### src/rtl/intr_merge_pkg.sv
package intr_merge_pkg;

  localparam int unsigned SRC_N = 32;

  typedef enum logic [0:0] {
    VAR_REMAP  = 1'b0,
    VAR_DIRECT = 1'b1
  } variant_e;

  // Routing of one pending position to its enable bit.
  typedef struct packed {
    logic       live;    // position can reach the output
    logic       rsvd;    // position reserved
    logic [4:0] en_pos;  // enable bit position when live
  } route_t;

  function automatic route_t route_of(input variant_e v, input int unsigned s);
    route_t r;
    r.live   = 1'b0;
    r.rsvd   = 1'b0;
    r.en_pos = 5'(s);
    if (v == VAR_REMAP) begin
      case (s)
        2, 6, 7, 9:                          r.rsvd = 1'b1;
        0, 1, 4, 16, 17, 18, 25, 28, 30, 31: r.live = 1'b0;
        8:  begin r.live = 1'b1; r.en_pos = 5'd7;  end
        13: begin r.live = 1'b1; r.en_pos = 5'd6;  end
        23: begin r.live = 1'b1; r.en_pos = 5'd28; end
        default:                             r.live = 1'b1;
      endcase
    end else begin
      case (s)
        1, 7, 9, 21, 22, 23, 24:                                  r.rsvd = 1'b1;
        0, 3, 4, 6, 10, 14, 15, 16, 17, 18, 25, 26, 27, 28:       r.live = 1'b0;
        default:                                                  r.live = 1'b1;
      endcase
    end
    if (r.rsvd) r.live = 1'b0;
    return r;
  endfunction

  function automatic logic [SRC_N-1:0] live_mask(input variant_e v);
    logic [SRC_N-1:0] m;
    route_t r;
    for (int unsigned i = 0; i < SRC_N; i++) begin
      r    = route_of(v, i);
      m[i] = r.live;
    end
    return m;
  endfunction

endpackage

### src/rtl/intr_status_bank.sv
module intr_status_bank #(
  parameter int unsigned W = 32
) (
  input  logic         clk,
  input  logic         rst,
  input  logic [W-1:0] src,
  input  logic         ack_vld,
  input  logic [W-1:0] ack_bits,
  output logic [W-1:0] stat_q
);

  logic [W-1:0] clr_mask;

  always_comb begin
    clr_mask = ack_vld ? ack_bits : '0;
  end

  // Set has priority over a same-cycle acknowledge.
  always_ff @(posedge clk) begin
    if (rst) stat_q <= '0;
    else     stat_q <= (stat_q & ~clr_mask) | src;
  end

endmodule

### src/rtl/intr_enable_reg.sv
module intr_enable_reg #(
  parameter int unsigned W = 32
) (
  input  logic         clk,
  input  logic         rst,
  input  logic         we,
  input  logic [W-1:0] wd,
  output logic [W-1:0] en_q
);

  always_ff @(posedge clk) begin
    if (rst)     en_q <= '0;
    else if (we) en_q <= wd;
  end

endmodule

### src/rtl/intr_gate.sv
module intr_gate #(
  parameter int unsigned              W       = 32,
  parameter intr_merge_pkg::variant_e VARIANT = intr_merge_pkg::VAR_REMAP
) (
  input  logic         clk,
  input  logic         rst,
  input  logic [W-1:0] stat,
  input  logic [W-1:0] en,
  output logic         irq_q
);
  import intr_merge_pkg::*;

  logic [W-1:0] hit;
  logic         unused_bits;

  generate
    for (genvar i = 0; i < W; i++) begin : g_route
      localparam route_t RT = route_of(VARIANT, i);
      if (RT.live) begin : g_live
        assign hit[i] = stat[i] & en[RT.en_pos];
      end else begin : g_dead
        assign hit[i] = 1'b0;
      end
    end
  endgenerate

  assign unused_bits = ^{stat, en};

  always_ff @(posedge clk) begin
    if (rst) irq_q <= 1'b0;
    else     irq_q <= |hit;
  end

endmodule

### src/rtl/intr_merge.sv
module intr_merge #(
  parameter int unsigned              SRC_W   = intr_merge_pkg::SRC_N,
  parameter intr_merge_pkg::variant_e VARIANT = intr_merge_pkg::VAR_REMAP
) (
  input  logic             clk,
  input  logic             rst,
  input  logic [SRC_W-1:0] src_req,
  input  logic             reg_sel,
  input  logic             reg_wr,
  input  logic [SRC_W-1:0] reg_wdata,
  output logic [SRC_W-1:0] reg_rdata,
  output logic             irq_out
);

  logic [SRC_W-1:0] stat_q;
  logic [SRC_W-1:0] en_q;
  logic             ack_vld;
  logic             en_we;

  assign ack_vld = reg_wr & ~reg_sel;
  assign en_we   = reg_wr &  reg_sel;

  intr_status_bank #(.W(SRC_W)) u_stat (
    .clk      (clk),
    .rst      (rst),
    .src      (src_req),
    .ack_vld  (ack_vld),
    .ack_bits (reg_wdata),
    .stat_q   (stat_q)
  );

  intr_enable_reg #(.W(SRC_W)) u_en (
    .clk  (clk),
    .rst  (rst),
    .we   (en_we),
    .wd   (reg_wdata),
    .en_q (en_q)
  );

  intr_gate #(.W(SRC_W), .VARIANT(VARIANT)) u_gate (
    .clk   (clk),
    .rst   (rst),
    .stat  (stat_q),
    .en    (en_q),
    .irq_q (irq_out)
  );

  always_ff @(posedge clk) begin
    if (rst) reg_rdata <= '0;
    else     reg_rdata <= reg_sel ? en_q : stat_q;
  end

endmodule

### config.mk
export PLATFORM = sky130hd
export DESIGN_NAME = intr_merge
export DESIGN_NICKNAME = d
export VERILOG_FILES = /design/src/rtl/intr_merge_pkg.sv /design/src/rtl/intr_status_bank.sv /design/src/rtl/intr_enable_reg.sv /design/src/rtl/intr_gate.sv /design/src/rtl/intr_merge.sv
export SDC_FILE = /design/constraint.sdc
export NUM_CORES = 1
export LEC_CHECK = 0
export ABC_AREA = 1
export BUFFER_PORTS_ARGS = -buffer_cell sky130_fd_sc_hd__buf_2
export CAP_MARGIN = 20
export CELL_PAD_IN_SITES_DETAIL_PLACEMENT = 0
export CELL_PAD_IN_SITES_GLOBAL_PLACEMENT = 1
export CORE_UTILIZATION = 33
export DETAILED_ROUTE_END_ITERATION = 10
export GPL_ROUTABILITY_DRIVEN = 0
export GPL_TIMING_DRIVEN = 0
export HOLD_SLACK_MARGIN = 0.12
export PLACE_DENSITY_LB_ADDON = 0.1
export SYNTH_ARGS = -nofsm -noshare
export SYNTH_HDL_FRONTEND = slang
export SYNTH_SLANG_ARGS = --single-unit
### constraint.sdc
create_clock -name clk -period 0.98 [get_ports clk]
set_clock_uncertainty 0.15 [all_clocks]
set_input_delay 0.196 -clock clk [delete_from_list [all_inputs] [get_ports clk]]
set_output_delay 0.196 -clock clk [all_outputs]
set_load 0.02 [all_outputs]
==> key figures <==
Yosys
  • Yosys warning count: 0
  • Top cells by area, synth: dfxtp_1 54%, nand2_1 15%, a21oi_1 13%, nor2_1 4.0%, nand3_1 2.9%
  • Syn Nets: 520
  • Synth unique cells: 18
  • Synth Area per Inst: 7.98 µm²
  • Yosys top cell area share: 53.8%
  • Seq/Total Area, Yosys: 53.8%
  • Yosys top cell by area: dfxtp_1
  • Cell Area, Synth: 0.00361 mm²
  • Flops & latches, synth: 97
  • Mapped Cells: 452

Finish
  • Layout cells sized above 1: 34.1%
  • Register area: 0.00199 mm²
  • Layout Nets: 684
  • Post-layout util: 52.2%
  • Synth-to-layout area growth: 51.5%
  • Fillers: 1046
  • Ant. Diodes: 0
  • Multi-input gate area: 0.00152 mm²

Worst setup path
  • Worst EP arrival: 0.83 ns
  • Critical path type: reg2out
  • Critical path required time: 0.63 ns
  • CP Launch Type: register
  • Worst-path maximum fanout: 1
  • Critical path's top delay family: flip-flops
  • Cell chain of the critical path: buf_6
  • Endpoint class of the critical path: primary output
  • Slowest cell on crit path: dfxtp_2
  • Max stage delay on crit path: 0.33 ns
  • Crit path buf inv count: 1

STA
  • Slew Limit Fails: 0
  • RSZ-0062 raised after global routing: yes
  • Max Clk Rate: 0.853 GHz
  • Fin crit share: 120%
  • Setup ws final: -0.193 ns
  • Final min period: 1.17 ns
  • Final setup viols: 37
  • Fin Hold WS: -0.0336 ns
  • Slew HR: 58.7%
  • Slew @ Worst Pin: 0.620 ns
  • Final hold viol count: 2

Floorplanning
  • Initial Util: 34.5%
  • Die Width: 107 µm
  • IO Pins: 101
  • Rows: 37
  • Core area: 0.0105 mm²
  • Die Ht: 107 µm
  • Die area: 0.0114 mm²

Clock network
  • CTS Root Cell: clkbuf_8
  • CTS tree: done
  • Clock latency on the worst-skew pair: 0.37 ns
  • H-tree depth: 3
  • Num Clock Sinks: 97
  • Num CTS Buffers: 9
  • Reg clk slew, reported paths: 0.09 ns
  • Bufs on Longest Clock Path: 2

Global route
  • Initial antenna violation count: 0
  • Pin count of the biggest net entering global routing: 16
  • Gr usage total: 20.7%
  • Routing usage on met1: 24.9%
  • GR Layer Usage met3: 3.80%
  • Via count of the first global-routing pass: 3627
  • Met2 usage: 36.2%
  • First-pass GRT wire length: 17700 µm
  • Total gr overflow: 0
  • Top Usage Layer GRT: met2

Detailed routing
  • ANT nets after route: 0
  • Drt pass-1 iters: 4
  • Drt first-iter violations: 169
  • Drt wl/cell: 14.6 µm
  • DR vias/cell: 4.71
  • DRC violations left: 0
  • Drt total wl: 11000 µm
  • Routed vias: 3565

Power and ir drop
  • Total power draw: 8.16 mW
  • Maximum ir drop on the vdd rail: 0.000749 V
  • Cell Pwr Density: 1490 mW/mm²
  • Static leakage: 2.28 nW

Hold path
  • Min-delay worst type: in2reg

Outcome
  • Failing checks: hold timing, setup timing
  • Status: finished, violations left

Job
  • Max-cap viol count: 0

Placement
  • IO buf count: 98
  • Final HPWL DP: 7020 µm
  • Post-Place Setup Slack: -0.308 ns
## cells in the mapped netlist
master    instances
nand3_2           8
a21oi_1          91
a211oi_2          5
inv_4             1
buf_6             5
inv_2             1
buf_8             1
nand2_1         144
clkbuf_1          6
buf_4             4
inv_1            10
nor2_1           38
nand2_4           1
o21ai_1           5
nand3_1          21
buf_2            13
dfxtp_1          97
nand2_2           1
## layer usage
| layer | up-vias | share of wire [%] |
|---|---|---|
| met4 | 0 | 1.5 |
| li1 | 1788 | - |
| met3 | 13 | 4.3 |
| met2 | 87 | 50 |
| met1 | 1677 | 44 |
| met5 | - | 0 |
## cells by family (layout without fill, tap and decap cells)
| logic type | Yosys count | in the layout | synth area share [%] |
|---|---|---|---|
| buf+inv | 41 | 210 | 6.56 |
| compound gates | 101 | 101 | 15.1 |
| simple gates | 213 | 213 | 24.6 |
| flops | 97 | 97 | 53.8 |
## cell usage in the layout (no fill, tap or decap), drive strengths merged
cell type	Yosys	routed
dlymetal6s4s	0	1
dfxtp	97	97
dlygate4sd3	0	63
nand3	29	29
clkinv	0	3
clkbuf	6	18
inv	12	12
a211oi	5	5
nor2	38	38
nand2	146	146
buf	23	112
o21ai	5	5
a21oi	91	91
clkinvlp	0	1
## through the flow
stage                     hold WS, ns  std cells  area, µm²  TNS [ns]
after floorplan                 0.163        452       3670    -0.299
final                         -0.0336        757       5470     -6.29
after global routing          -0.0378        757       5470     -7.78
after global placement          0.250        686       4330    -21.10
after detailed placement        0.259        686       4330    -20.87
after CTS                     -0.0493        769       5440     -6.94
## final timing paths
| check | cells after the start | from | to | slack (ns) |
|---|---|---|---|---|
| setup / recovery | 1 | reg_rdata[20] | reg_rdata[20] | -0.19 |
| hold / removal | 3 | reg_sel | reg_rdata[31] | -0.03 |
| setup reg to reg | 6 | u_stat.stat_q[14] | u_gate.irq_q | -0.16 |
| hold reg to reg | 2 | u_en.en_q[13] | reg_rdata[13] | 0.31 |
## power by group
part           internal [mW]  switching (mW)  total [mW]
Sequential              4.19           0.142        4.33
Clock                   1.13            1.40        2.53
Combinational          0.645           0.652        1.30
## sequential cells by signal, summed over array words and instances (netlist names)
register	flops
reg_rdata	32
u_en.en_q	32
u_stat.stat_q	32
u_gate.irq_q	1
## final cells by class
| class | count | area share (%) |
|---|---|---|
| buffer | 29 | 4.14 |
| clock buffer | 12 | 3.02 |
| clock inverter | 4 | 0.481 |
| inverter | 12 | 1.01 |
| multi-input combinational | 314 | 27.9 |
| sequential | 97 | 36.4 |
| tap | 136 | 3.11 |
| timing repair buffer | 153 | 23.9 |
## timing repair
| action | CTS | global route |
|---|---|---|
| hold buffers | 64 | 3 |
| buffers inserted | 3 | 0 |
| pin swaps | 4 | 12 |
| resized for setup | 107 | 26 |
| endpoints found under the setup margin | 34 | 59 |
| hold endpoints to repair | 66 | 12 |
| cloned | 0 | 0 |
Power figures use the tool's default switching activity.
